--- src/rtl/hostreq_pkg.sv ---
// Package: shared address codes and control-register layout for the host
// port request generator. Assumes a two-bit host address.
package hostreq_pkg;

    localparam int CTRL_W = 3;
    localparam int STAT_W = 2;

    typedef enum logic [1:0] {
        ADDR_CTRL = 2'd0,
        ADDR_STAT = 2'd1,
        ADDR_DATA = 2'd2,
        ADDR_NONE = 2'd3
    } haddr_e;

    // bit 2 split mode, bit 1 transmit enable, bit 0 receive enable
    typedef struct packed {
        logic split;
        logic tx_en;
        logic rx_en;
    } ctrl_t;

endpackage

--- src/rtl/hostreq_ctrl.sv ---
// Module: control register. Holds the receive enable, transmit enable and
// split-mode bits. Assumes a write strobe qualified by the host decoder.
module hostreq_ctrl
    import hostreq_pkg::*;
(
    input  logic              clk,
    input  logic              rst_n,
    input  logic              wr_en,
    input  logic [CTRL_W-1:0] wr_bits,
    output ctrl_t             ctrl
);

    // Load control bits on a host write; clear on reset.
    always_ff @(posedge clk) begin
        if (!rst_n)
            ctrl <= '0;
        else if (wr_en)
            ctrl <= ctrl_t'(wr_bits);
    end

    assert_ctrl_load_R2: assert property (@(posedge clk) disable iff (!rst_n)
        wr_en |=> (ctrl == $past(wr_bits)));

endmodule

--- src/rtl/hostreq_data.sv ---
// Module: receive and transmit data registers with their status flags.
// Assumes at most one host access per cycle. A processor load beats a
// host read, and a host write beats a processor take.
module hostreq_data #(
    parameter int DATA_W = 8
) (
    input  logic              clk,
    input  logic              rst_n,
    input  logic              rx_load,
    input  logic [DATA_W-1:0] rx_load_data,
    input  logic              rx_read,
    input  logic              tx_write,
    input  logic [DATA_W-1:0] tx_wdata,
    input  logic              tx_take,
    input  logic              stat_read,
    output logic [DATA_W-1:0] rx_data,
    output logic [DATA_W-1:0] tx_data,
    output logic              rx_full,
    output logic              tx_empty
);

    // Receive word and full flag: load sets, host read clears, load wins.
    always_ff @(posedge clk) begin
        if (!rst_n) begin
            rx_data <= '0;
            rx_full <= 1'b0;
        end else begin
            if (rx_load) begin
                rx_data <= rx_load_data;
                rx_full <= 1'b1;
            end else if (rx_read) begin
                rx_full <= 1'b0;
            end
        end
    end

    // Transmit word and empty flag: host write clears, take sets, write wins.
    always_ff @(posedge clk) begin
        if (!rst_n) begin
            tx_data  <= '0;
            tx_empty <= 1'b1;
        end else begin
            if (tx_write) begin
                tx_data  <= tx_wdata;
                tx_empty <= 1'b0;
            end else if (tx_take) begin
                tx_empty <= 1'b1;
            end
        end
    end

    assert_rx_full_set_R3: assert property (@(posedge clk) disable iff (!rst_n)
        rx_load |=> rx_full);

    assert_tx_empty_clr_R4: assert property (@(posedge clk) disable iff (!rst_n)
        tx_write |=> !tx_empty);

    assert_status_pure_R9: assert property (@(posedge clk) disable iff (!rst_n)
        (stat_read && !rx_load && !tx_take) |=> ($stable(rx_full) && $stable(tx_empty)));

endmodule

--- src/rtl/hostreq_pins.sv ---
// Module: request pin generator. Registers the active-low requests from
// the flags and enables, and switches pin B between an acknowledge input
// and a receive request output according to the split-mode bit.
module hostreq_pins
    import hostreq_pkg::*;
(
    input  logic  clk,
    input  logic  rst_n,
    input  ctrl_t ctrl,
    input  logic  rx_full,
    input  logic  tx_empty,
    input  logic  pin_b_in_n,
    output logic  req_a_n,
    output logic  req_b_n,
    output logic  req_b_oe,
    output logic  ack_seen
);

    logic rx_want;
    logic tx_want;
    logic a_next_n;
    logic b_next_n;

    // Per-direction service wishes gated by their enables.
    always_comb begin
        rx_want = rx_full  && ctrl.rx_en;
        tx_want = tx_empty && ctrl.tx_en;
    end

    // Route the wishes to the pins according to the mode bit.
    always_comb begin
        if (ctrl.split) begin
            a_next_n = !tx_want;
            b_next_n = !rx_want;
        end else begin
            a_next_n = !(rx_want || tx_want);
            b_next_n = 1'b1;
        end
    end

    // Register pin values, driver enable and acknowledge capture.
    always_ff @(posedge clk) begin
        if (!rst_n) begin
            req_a_n  <= 1'b1;
            req_b_n  <= 1'b1;
            req_b_oe <= 1'b0;
            ack_seen <= 1'b0;
        end else begin
            req_a_n  <= a_next_n;
            req_b_n  <= b_next_n;
            req_b_oe <= ctrl.split;
            ack_seen <= !ctrl.split && !pin_b_in_n;
        end
    end

    assert_b_released_R6: assert property (@(posedge clk) disable iff (!rst_n)
        !ctrl.split |=> (!req_b_oe && req_b_n));

    assert_tx_pin_quiet_R7: assert property (@(posedge clk) disable iff (!rst_n)
        (ctrl.split && !ctrl.tx_en) |=> req_a_n);

    assert_split_no_ack_R7: assert property (@(posedge clk) disable iff (!rst_n)
        ctrl.split |=> (req_b_oe && !ack_seen));

    assert_no_req_R8: assert property (@(posedge clk) disable iff (!rst_n)
        (!ctrl.rx_en && !ctrl.tx_en) |=> (req_a_n && req_b_n));

endmodule

--- src/rtl/hostreq_top.sv ---
// Module: host port request generator top. Decodes single-cycle host
// accesses, muxes read data, and links the control, data and pin blocks.
// Assumes DATA_W is at least CTRL_W bits wide.
module hostreq_top
    import hostreq_pkg::*;
#(
    parameter int DATA_W = 8
) (
    input  logic              clk,
    input  logic              rst_n,
    input  logic              host_sel,
    input  logic              host_wr,
    input  logic [1:0]        host_addr,
    input  logic [DATA_W-1:0] host_wdata,
    output logic [DATA_W-1:0] host_rdata,
    input  logic              cpu_rx_load,
    input  logic [DATA_W-1:0] cpu_rx_data,
    input  logic              cpu_tx_take,
    output logic [DATA_W-1:0] cpu_tx_data,
    output logic              req_a_n,
    output logic              req_b_n,
    output logic              req_b_oe,
    input  logic              req_b_in_n,
    output logic              ack_seen
);

    localparam int CTRL_PAD = DATA_W - CTRL_W;
    localparam int STAT_PAD = DATA_W - STAT_W;

    haddr_e            addr;
    logic              ctrl_wr;
    logic              stat_rd;
    logic              data_rd;
    logic              data_wr;
    ctrl_t             ctrl;
    logic [DATA_W-1:0] rx_word;
    logic              rx_full;
    logic              tx_empty;

    // Decode the host access into per-register strobes.
    always_comb begin
        addr    = haddr_e'(host_addr);
        ctrl_wr = host_sel &&  host_wr && (addr == ADDR_CTRL);
        stat_rd = host_sel && !host_wr && (addr == ADDR_STAT);
        data_rd = host_sel && !host_wr && (addr == ADDR_DATA);
        data_wr = host_sel &&  host_wr && (addr == ADDR_DATA);
    end

    // Select the read word from the addressed register.
    always_comb begin
        case (addr)
            ADDR_CTRL: host_rdata = {{CTRL_PAD{1'b0}}, ctrl};
            ADDR_STAT: host_rdata = {{STAT_PAD{1'b0}}, tx_empty, rx_full};
            ADDR_DATA: host_rdata = rx_word;
            default:   host_rdata = '0;
        endcase
    end

    hostreq_ctrl u_ctrl (
        .clk     (clk),
        .rst_n   (rst_n),
        .wr_en   (ctrl_wr),
        .wr_bits (host_wdata[CTRL_W-1:0]),
        .ctrl    (ctrl)
    );

    hostreq_data #(.DATA_W(DATA_W)) u_data (
        .clk          (clk),
        .rst_n        (rst_n),
        .rx_load      (cpu_rx_load),
        .rx_load_data (cpu_rx_data),
        .rx_read      (data_rd),
        .tx_write     (data_wr),
        .tx_wdata     (host_wdata),
        .tx_take      (cpu_tx_take),
        .stat_read    (stat_rd),
        .rx_data      (rx_word),
        .tx_data      (cpu_tx_data),
        .rx_full      (rx_full),
        .tx_empty     (tx_empty)
    );

    hostreq_pins u_pins (
        .clk        (clk),
        .rst_n      (rst_n),
        .ctrl       (ctrl),
        .rx_full    (rx_full),
        .tx_empty   (tx_empty),
        .pin_b_in_n (req_b_in_n),
        .req_a_n    (req_a_n),
        .req_b_n    (req_b_n),
        .req_b_oe   (req_b_oe),
        .ack_seen   (ack_seen)
    );

    assert_load_wins_R3: assert property (@(posedge clk) disable iff (!rst_n)
        (cpu_rx_load && data_rd) |=> rx_full);

    assert_write_wins_R4: assert property (@(posedge clk) disable iff (!rst_n)
        (data_wr && cpu_tx_take) |=> !tx_empty);

endmodule

--- config.mk ---
export PLATFORM = sky130hd
export DESIGN_NAME = hostreq_top
export DESIGN_NICKNAME = d
export VERILOG_FILES = /design/src/rtl/hostreq_pkg.sv /design/src/rtl/hostreq_ctrl.sv /design/src/rtl/hostreq_data.sv /design/src/rtl/hostreq_pins.sv /design/src/rtl/hostreq_top.sv
export SDC_FILE = /design/constraint.sdc
export NUM_CORES = 1
export LEC_CHECK = 0
export BUFFER_PORTS_ARGS = -buffer_cell sky130_fd_sc_hd__buf_2
export CAP_MARGIN = 20
export CORE_ASPECT_RATIO = 0.8
export CORE_MARGIN = 4
export CORE_UTILIZATION = 40
export DETAILED_ROUTE_END_ITERATION = 6
export PLACE_DENSITY = 0.69
export REMOVE_ABC_BUFFERS = 1
export SLEW_MARGIN = 20
export SYNTH_ARGS = -nofsm -noshare
export SYNTH_HDL_FRONTEND = slang
export SYNTH_SLANG_ARGS = --single-unit
--- constraint.sdc ---
create_clock -name clk -period 1.2 [get_ports clk]
set_clock_uncertainty 0.15 [all_clocks]
set_input_delay 0.18 -clock clk [delete_from_list [all_inputs] [get_ports clk]]
set_output_delay 0.18 -clock clk [all_outputs]
set_load 0.03 [all_outputs]
==> metrics.md <==
| Metric | Value |
|---|---|
| Status | `finished, violations left` |
| Failing checks | `setup timing` |
| Reg2Reg Depth | `3` |
| Synth Cell Area | `0.001031 mm^2` |
| GR Util All Layers | `between 10% and 20%` |
| Synth warn | `0` |
| Pin count of the biggest net entering global routing | `32` |
| Post-synth top flop | `dfxtp_1` |
| Slowest cell on crit path | `dfxtp_2` |
| Final setup fails | `8` |
| Via-per-instance ratio | `4.488` |
| # Max-Cap Violations | `0` |
| Worst Path Buf+Inv | `1` |
| Reg2Reg Setup Slack | `roughly 0.22 ns` |
| Core area | `about 0.0025 mm^2` |
| Cell taking the most area after synthesis | `dfxtp_1` |
| Sequential Power Share | `between 50% and 60%` |
| Vias in the first global route | `981` |
| Worst hold slack | `0.07918 ns` |
| Final hold vios | `0` |
| Period utilization | `119.1%` |
| First-pass GRT wire length | `4505 um` |
| Reg-to-Reg Start | `u_ctrl.ctrl[2]` |
| Initial antenna violation count | `0` |
| Pre-Repair DR Iteration Count | `4` |
| IO buf count | `44` |
| RSZ-0062 raised after global routing | `true` |
| Routed WL | `2744 um` |
| Max Clock Freq | `699.8 MHz` |
| Final core utilization | `69.61%` |
| Synth-to-layout area growth | `66.26%` |
| Gr ovfl total | `0` |
| Pleak | `0.7990 nW` |
| Setup WS post-layout | `-0.2290 ns` |
| Post-synth ARST share | `0%` |
| Hold Path Class | `input pin to flip-flop` |
| Count leader, synth | `dfxtp_1` |
| DR WL/cell | `12.76 um` |
| Power consumption | `between 1.5 and 2 mW` |
| Reg clk slew, reported paths | `0.14 ns` |
| Max_slew headroom | `81.01%` |
| Top Ports | `45` |
| Crit path max fanout | `2` |
| Fillers | `197` |
| Critical Path Stages | `3` |
| Max VDD drop | `between 0.6 and 0.7 mV` |
| DRC viols | `0` |
| Die Height | `53.41 um` |
| Slowest stage delay, CP | `0.34 ns` |
| Clk buf depth | `2` |
| Setup crit start | `u_data.rx_full` |
| Critical Path End Type | `output pin` |
| Switching share of total power | `25.54%` |
| Startpoint Class | `flip-flop` |
| Worst slew pin tran | `0.2848 ns` |
| R2r endpoint | `u_pins.req_a_n` |
| Layout cells sized above 1 | `47.49%` |
| Combinational power share | `20.0%` |
| Pre-CTS WS | `-0.1367 ns` |
| Internal power | `about 1.2 mW` |
| Final nets | `205` |
| Vias post-DR | `965` |
| Synth top area share | `48.54%` |
| Yosys cell types | `20` |
| FP Rows | `16` |
| Family with the most delay on the worst path | `flip-flops` |
| Tmin final | `1.429 ns` |
| H-tree Lvls | `1` |
| Critical path endpoint | `host_rdata[0]` |
| Reg area | `520.5 um^2` |
| CTS tree | `built` |
| Die W | `~65 um` |
| Cell Chain, Critical Path | `mux2i_1, o2bb2ai_1, buf_4` |
| Synthesized flop and latch total | `25` |
| Root Driver | `clkbuf_4` |
| Starting density of the core | `41.87%` |
| Clk pwr share | `23.6%` |
| Layout Cells excl Fill | `215` |
| Critical Path AT | `about 1.1 ns` |
| DP Cell Count | `186` |
| DRT iter0 DRCs | `16` |
| Clock Latency Late Sink | `0.32 ns` |
| Largest cells by area after synthesis | `dfxtp_1, mux2i_1, nand2_1` |
| Total die area | `~0.0035 mm^2` |
| HPWL after DPL | `1746 um` |
| Area occupied by multi-input gates | `about 490 um^2` |
| Gpl congestion | `around 0.81` |
| Sequential-to-total area share from yosys stat | `48.54%` |
| CTS Buf Count | `3` |
| # diodes | `0` |
| Pwr/cell area | `910.4 mW/mm^2` |
| Pins Over Slew Limit | `0` |
| # clock sinks | `25` |
| Number of synthesized flops with an enable pin | `0` |
| Setup CP Type | `flip-flop to output pin` |
| Synth top cells by count | `dfxtp_1, mux2i_1, nand2_1` |
| Cells after Synth | `103` |
| Final antenna-violating net count | `0` |
| Syn Area/Cell | `roughly 10 um^2` |
| Sw Pwr | `0.3986 mW` |
| Critical Path RT | `0.87 ns` |
-- metrics by stage --
stage	area, um^2	setup TNS [ns]
finish	1714	-0.8148
global route	1714	-1.165
CTS	1672	-0.8164
detailed placement	1349	-0.8520
global placement	1349	-0.5958
floorplan	991.0	-0.04681
-- registers in the layout (all words and copies together) (netlist names) --
register,flops
u_pins.ack_seen,1
u_data.tx_data,8
u_pins.req_b_n,1
u_pins.req_b_oe,1
u_data.tx_empty,1
u_data.rx_data,8
u_pins.req_a_n,1
u_data.rx_full,1
u_ctrl.ctrl,3
-- layout by cell type (no fill, tap or decap), drive strengths merged --
cell type	count
clkinv	1
a41oi	1
nand3	1
buf	56
clkbuf	5
and2	6
nor2b	8
and4b	1
inv	3
nor3b	1
nor2	2
dfxtp	25
and3b	1
and2b	1
o21ai	3
nand2	19
o2bb2ai	2
mux2i	22
and4bb	1
dlygate4sd3	20
-- what timing repair did --
item / in CTS / in global routing
setup buffers: 3 / 2
endpoints found under the setup margin: 11 / 19
pin swaps: 2 / 0
gates resized for setup: 32 / 20
gates cloned: 0 / 0
hold endpoints to repair: 22 / 0
hold buffers: 20 / 0
-- cells by family after synthesis --
group / Yosys count / share of synthesized area, %
buf+inv: 9 / 4.976
mux: 22 / 21.36
flops: 25 / 48.54
simple gates: 41 / 21.12
compound gates: 6 / 4.005
-- layout make-up --
| cell class | instances | share of cell area (%) |
|---|---|---|
| repair buffers | 78 | 35.99 |
| flip-flops and latches | 25 | 30.37 |
| multi-input cells | 69 | 28.76 |
| well taps | 36 | 2.628 |
| clock buffers | 3 | 1.314 |
| inverters | 3 | 0.6569 |
| clock inverters | 1 | 0.2920 |
-- power groups by stage --
stage | registers (mW) | logic, mW | clock network (mW)
2_1_floorplan | 0.908 | 0.0899 | 0
3_3_place_gp | 0.891 | 0.224 | 0
3_5_place_dp | 0.893 | 0.231 | 0
4_1_cts | 0.877 | 0.300 | 0.385
5_1_grt | 0.883 | 0.337 | 0.410
6_report | 0.879 | 0.312 | 0.369
-- worst min path at each step --
stage / endpoint / slack [ns] / cells after the start / from
finish: u_pins.req_a_n / 0.08 / 3 / rst_n
CTS: u_pins.req_a_n / 0.07 / 3 / rst_n
global route: u_pins.req_a_n / 0.07 / 3 / rst_n
global placement: u_pins.ack_seen / 0.20 / 2 / req_b_in_n
detailed placement: u_pins.ack_seen / 0.20 / 2 / req_b_in_n
floorplan: u_pins.ack_seen / 0.11 / 1 / req_b_in_n
-- worst reg2reg max path, stage by stage (launching register included) --
cell and delay, ns:
dfxtp_2 0.35, buf_4 0.13, and3b_1 0.19, o21ai_0 0.07
-- per-layer routing --
metal | GRT usage, % | routed length [um] | vias up
met5 | 0 | 0 | -
met4 | 1.053 | 0 | 0
met3 | 4.883 | 172 | 0
met2 | 30.90 | 1319 | 32
met1 | 20.25 | 1252 | 437
li1 | - | - | 496
Note: power is estimated with default switching activity, not from simulation.
